<file path="config.mk">
export PLATFORM = sky130hd
export DESIGN_NAME = vblank_timing_gen
export DESIGN_NICKNAME = d
export VERILOG_FILES = /design/src/rtl/vblank_timing_gen.sv
export SDC_FILE = /design/constraint.sdc
export NUM_CORES = 1
export LEC_CHECK = 0
export ABC_AREA = 1
export ABC_CLOCK_PERIOD_IN_PS = 5700
export BUFFER_PORTS_ARGS = -buffer_cell sky130_fd_sc_hd__clkbuf_2
export CAP_MARGIN = 20
export CELL_PAD_IN_SITES_DETAIL_PLACEMENT = 1
export CELL_PAD_IN_SITES_GLOBAL_PLACEMENT = 1
export CORE_MARGIN = 2
export CORE_UTILIZATION = 34
export CTS_CLUSTER_DIAMETER = 50
export DETAILED_ROUTE_END_ITERATION = 12
export PLACE_DENSITY_LB_ADDON = 0.1
export SYNTH_ARGS = -nofsm -noshare
export SYNTH_HDL_FRONTEND = slang
export SYNTH_SLANG_ARGS = --single-unit
</file>
<file path="constraint.sdc">
create_clock -name clk -period 5.7 [get_ports clk]
set_input_delay 0.285 -clock clk [delete_from_list [all_inputs] [get_ports clk]]
set_output_delay 0.285 -clock clk [all_outputs]
set_load 0.005 [all_outputs]
</file>
<file path="src/rtl/vblank_timing_gen.sv">
module vblank_timing_gen #(
  parameter int CW = 16,
  parameter int FW = 16
) (
  input  logic          clk,
  input  logic          rst_n,
  input  logic [CW-1:0] hrender_len,
  input  logic [CW-1:0] hblank_len,
  input  logic [CW-1:0] vrender_len,
  input  logic [CW-1:0] vswap_len,
  input  logic [CW-1:0] vblank_len,
  input  logic [CW-1:0] hdrift,
  input  logic          hs_mask,
  input  logic          vs_mask,
  input  logic          clr_we,
  input  logic [1:0]    clr_bits,
  output logic          hblank,
  output logic          vblank,
  output logic          field,
  output logic          hsint,
  output logic          vsint,
  output logic          hbl_start,
  output logic          hbl_end,
  output logic          vbl_start,
  output logic          vbl_end,
  output logic          field_swap,
  output logic          irq_hs,
  output logic          irq_vs,
  output logic [FW-1:0] frame_cnt
);
  typedef enum logic [1:0] {V_REN, V_SWAP, V_BLK} vst_t;

  vst_t          vst;
  logic [CW:0]   hcnt, vcnt, hext;
  logic [CW:0]   h_lim, v_lim;
  logic          h_done, v_done, ren_done, swp_done, blk_done, hs_set;

  assign h_lim    = {1'b0, hblank ? hblank_len : hrender_len} + hext;
  assign h_done   = (hcnt + 1'b1) >= h_lim;
  assign v_lim    = {1'b0, (vst == V_REN) ? vrender_len : (vst == V_SWAP) ? vswap_len : vblank_len};
  assign v_done   = (vcnt + 1'b1) >= v_lim;
  assign ren_done = (vst == V_REN)  && v_done;
  assign swp_done = (vst == V_SWAP) && v_done;
  assign blk_done = (vst == V_BLK)  && v_done;
  assign hs_set   = hblank && h_done;
  assign vblank   = (vst != V_REN);

  always_ff @(posedge clk) begin
    if (!rst_n) begin
      hblank <= 1'b0;
      hcnt   <= '0;
      hext   <= '0;
    end else begin
      hcnt <= h_done ? '0 : hcnt + 1'b1;
      if (h_done) hblank <= ~hblank;
      if (ren_done)    hext <= {1'b0, hdrift};
      else if (h_done) hext <= '0;
    end
  end

  always_ff @(posedge clk) begin
    if (!rst_n) begin
      vst       <= V_REN;
      vcnt      <= '0;
      field     <= 1'b0;
      frame_cnt <= '0;
    end else begin
      vcnt <= (ren_done || blk_done) ? '0 : vcnt + 1'b1;
      if (ren_done) vst <= V_SWAP;
      if (swp_done) begin
        vst   <= V_BLK;
        field <= ~field;
      end
      if (blk_done) begin
        vst       <= V_REN;
        frame_cnt <= frame_cnt + 1'b1;
      end
    end
  end

  always_ff @(posedge clk) begin
    if (!rst_n) begin
      hbl_start  <= 1'b0;
      hbl_end    <= 1'b0;
      vbl_start  <= 1'b0;
      vbl_end    <= 1'b0;
      field_swap <= 1'b0;
      hsint      <= 1'b0;
      vsint      <= 1'b0;
      irq_hs     <= 1'b0;
      irq_vs     <= 1'b0;
    end else begin
      hbl_start  <= !hblank && h_done;
      hbl_end    <= hs_set;
      vbl_start  <= ren_done;
      vbl_end    <= blk_done;
      field_swap <= swp_done;
      hsint      <= hs_set   | (hsint & ~(clr_we & clr_bits[0]));
      vsint      <= swp_done | (vsint & ~(clr_we & clr_bits[1]));
      irq_hs     <= hs_set   & ~hsint & ~hs_mask;
      irq_vs     <= swp_done & ~vsint & ~vs_mask;
    end
  end
endmodule

</file>
# --- Yosys cells after proc, flatten, opt, wreduce, memory -nomap -nowiden ---
# Index checks and enable logic that the tools add are counted.
totals:
  reg_bits: 79
  in_bits: 103
  output_inout_bits: 28
classes:
  magnitude_cmp: 2
  eq_ne: 2
  n_reduce_logical: 15
  addsub: 4
  bitwise_logic: 19
  mux: 7
op_table:
  columns: ["cell", "n"]
  rows:
  - ["16-bit 2-to-1 mux", 5]
  - ["17-bit by 1-bit adder with 17-bit output (second input constant)", 2]
  - ["16-bit by 16-bit adder with 17-bit output", 1]
  - ["17-bit by 16-bit greater-or-equal comparator with 1-bit output", 1]
  - ["17-bit greater-or-equal comparator", 1]
  - ["16-bit by 1-bit adder with 16-bit output (second input constant)", 1]
  - ["1-bit NOT", 9]
  - ["1-bit bitwise AND", 8]
  - ["2-bit nonzero test", 3]
  - ["2-bit OR reduction", 3]
  - ["1-bit logical AND", 5]
  - ["2-bit 2-to-1 mux", 2]
  - ["3-bit OR reduction", 1]
  - ["2-bit by 1-bit equality test with 1-bit output (second input constant)", 1]
  - ["2-bit equality test (second input constant)", 1]
  - ["2-bit logical NOT", 1]
  - ["1-bit OR", 2]
  - ["1-bit logical NOT", 1]
  - ["1-bit logical OR", 1]

# --- Logic depth before layout (Yosys ltp) ---
depth:
  word_depth: 7
  depth_mapped: 25
  mapped_depth_nobuf: 24

# --- Worst setup path before layout ---
# No wires, ideal clock.
synth_path:
  path_kind: "register -> register"
  start: "register hblank"
  end: "register hext[10]"
  setup_time_ns: 0.058
  setup_slack_ns: 2.064
  stages_incl_launch_ff: 22
  arrival_time_ns: 3.577
  cell_sequence: "dfxtp_1 clkinv_1 nand2_1 nand2_1 ha_1 fa_1 nand2_1 nand2_1 o21a_1 a21boi_0 o21ai_0 a21oi_1 xor2_1 ha_1 a21oi_1 o21ai_0 a21oi_1 nand4_1 inv_1 clkbuf_1 nand4_1 nand2_1"
synth_between:
  elab_chain_len: 4
synth_rtl:
  columns: ["item", "line_no", "text"]
  rows:
  - ["start: declaration", "17", "output logic hblank,"]
  - ["start signal: assignment", "55", "if (h_done) hblank <= ~hblank;"]
  - ["16-bit 2-to-1 mux", "38", "assign h_lim = {1'b0, hblank ? hblank_len : hrender_len} + hext;"]
  - ["16-bit by 16-bit adder with 17-bit output", "38", null]
  - ["17-bit greater-or-equal comparator", "39", "assign h_done = (hcnt + 1'b1) >= h_lim;"]
  - ["2-bit nonzero test (no source line)", null, null]
  - ["end signal: assignment", "56", "if (ren_done) hext <= {1'b0, hdrift};"]
  - ["end: declaration", "34", "logic [CW:0] hcnt, vcnt, hext;"]
# No other way between the ends.
# A chain may end at the register's enable or synchronous reset.

# --- Worst setup path in the final report ---
layout_path:
  start: "register hblank"
  end: "register hcnt[13]"
layout_between:
  elab_chain_len: 4
layout_rtl:
  columns: ["item", "line_no", "text"]
  rows:
  - ["16-bit 2-to-1 mux", "38", null]
  - ["16-bit by 16-bit adder with 17-bit output", "38", null]
  - ["17-bit greater-or-equal comparator", "39", null]
  - ["2-bit OR reduction (no source line)", null, null]
  - ["end signal: assignment", "54", "hcnt <= h_done ? '0 : hcnt + 1'b1;"]
  - ["end: declaration", "34", null]
# No other way between the ends.

==> results.ini <==
[clock_network]
ctsHoldBuffers=0
cts_buffers=9
cts.repair.resized=0
cts_root_buf=clkbuf_16
cts_tree=yes
clkTransAtPathRegs_ns=0.07
cts_sinks=79
h-tree-depth=3
post-cts-setup-buffer-count=0
clk_latency_ns=0.35
clockBufferDepth=2

[setup_path]
crit_type=flop to flop
cp_max_fo=17
startpoint_type=flop
cp-end-kind=flop
crit_required_ns=5.96
cp_data_arrival_time_ns=4.67

[route]
ant_nets=0
wire_per_inst_um=13.7
num_vias=5538
drtPass1Iterations=4
drt_wl_total_um=16000
drt_iter0_drc=180
drc=0
vias_per_cell=4.73

[pwr]
pwr-share-clk_pct=46.1
power_mw=1.26
p_comb_share_pct=9.7
max-vdd-ir-drop_v=0.000137
seq_power_share_pct=44.2
power_switching_mw=0.309
p_leak_nw=3.47
power.density_nw_per_um2=189
intPower_mw=0.954
sw_frac_of_total_pct=24.5

[cells_and_area]
num_antenna_cells=0
fin_area_um2=6680
post-route-util_pct=42.0
fin_cells=1171
layout-drive-gt1-share_pct=17.4
nets=1106
layout_common_cells=nand2_1, clkbuf_2, inv_1
layout_commonest_cell=nand2_1
area_growth_syn_to_layout_pct=20.7

[sta]
slew_viol_final=0
timing.final.crit_share_pct=77.3
slew_headroom_pct=55.3
finalSetupViolCount=0
rsz0062_at_grt=no
fmax_mhz=227
worst_slew_pin_slew_ns=0.670
fin_skew_ns=0.0117
fin_crit_ns=4.41
timing.setup.tns_ns=0
hold_viol=0

[global_route]
grt_pass1_vias=5754
track_usage_pct=19.0
grt_overflow_total=0
antenna_found_initial=0
grt_pass1_wl_um=27300
grt_max_degree=28

[placement]
place_congestion=0.785
dp.cells=1155
place_hpwl_um=13200
place_area_um2=6380
port_buffers=130

[synthesis]
synthesis.area_um2=5530
synth_area_per_cell_um2=6.71
syn_nets=981
syn_inst=825
yosysSeqAreaShare_pct=28.6
ys_seq_elements=79
synth_warnings=0
ys_types=43

[floorplan]
core_um2=15900
rows=46
start_util_pct=34.8
fp.dieArea_um2=17300
die_w_um=132
die_h_um=132
ioPinCount=131

[min_path]
holdCritPathClass=primary input to flop

[run_status]
status=completed

[run]
cap_violations=0

-- critical path, cell delays in order (launching register included) --
cell,delay (ns)
dfxtp_1,0.33
clkinv_1,0.38
nand2_1,0.17
nand2_1,0.06
ha_1,0.20
fa_1,0.41
nand2_1,0.08
nand2_1,0.05
o21a_1,0.13
a21boi_0,0.26
o21ai_0,0.22
a21oi_1,0.20
xor2_1,0.18
ha_1,0.28
a21oi_1,0.12
o21ai_0,0.10
a21oi_1,0.15
nand4_1,0.27
nor2_1,0.22
inv_1,0.27
nor3_1,0.23
-- power by group through the flow --
stage          clock network, mW  registers (mW)  logic (mW)
3_5_place_dp                   0           0.571       0.124
4_1_cts                    0.596           0.558       0.124
5_1_grt                    0.615           0.559       0.143
3_3_place_gp                   0           0.571       0.123
2_1_floorplan                  0           0.570      0.0692
6_report                   0.582           0.559       0.122
-- flip-flops by register name, indices dropped and copies added (netlist names), 2 cells and up --
register / flops
hcnt: 17
vcnt: 17
hext: 16
vst: 2
frame_cnt: 16
-- layout make-up --
type | instances | area [um2]
tap | 216 | 270
clock buffer | 10 | 229
timing repair buffer | 134 | 681
inverter | 97 | 364
multi-input combinational | 629 | 3480
sequential | 79 | 1580
clock inverter | 6 | 68.8
fill | 2130 | 9210
-- routing by layer --
layer,wire [um],global-route usage (%)
met1,8420,26.7
met2,6920,30.6
met3,532,3.16
met4,165,4.35
met5,0,0
-- Yosys cell counts (all sizes together) --
cell	n	area share, %
nand2	250	18
inv	96	6.5
nor2	87	6.5
dfxtp	79	29
a21oi	61	5.5
ha	52	12
nand3	43	4.2
nand4	28	3.2
xor2	28	4.4
o21ai	18	1.6
nor3	16	1.5
clkbuf	12	0.81
xnor2	11	1.7
a22o	8	1.3
buf	8	1.1
a21o	4	0.54
nor4	4	0.45
a31oi	3	0.34
o21bai	3	0.41
nand3b	2	0.27
or2	2	0.23
a21boi	1	0.14
a41oi	1	0.16
and2	1	0.11
and3	1	0.11
clkinv	1	0.068
fa	1	0.36
o211ai	1	0.14
o21a	1	0.14
o22ai	1	0.11
o31ai	1	0.14
-- final timing paths --
path | from | to | slack, ns | cells past startpoint
hold / removal | vs_mask | irq_vs$_SDFF_PN0_ | 0.09 | 2
setup / recovery | hblank$_SDFFE_PN0N_ | hcnt[13]$_SDFF_PP0_ | 1.29 | 20
setup reg to reg | hblank$_SDFFE_PN0N_ | hcnt[13]$_SDFF_PP0_ | 1.29 | 20
hold reg to reg | hsint$_SDFF_PN0_ | irq_hs$_SDFF_PN0_ | 0.46 | 1
-- cells by family (layout without fill, tap and decap cells) --
logic type	Yosys count	count (layout)	synth area share, %
compound gates	103	103	10.5
xor+xnor	39	39	6.17
fa+ha+maj	53	53	12.1
buf+inv	117	247	8.48
flops	79	79	28.6
simple gates	434	434	34.1
-- stage by stage --
step / setup WS [ns] / hold slack, ns
after floorplan: 2.06 / 0.362
final: 1.29 / 0.0914
after global routing: 0.577 / 0.104
after global placement: 1.40 / 0.448
after detailed placement: 1.22 / 0.442
after CTS: 1.20 / 0.0851
No activity file was read; power rests on OpenSTA's default activity.
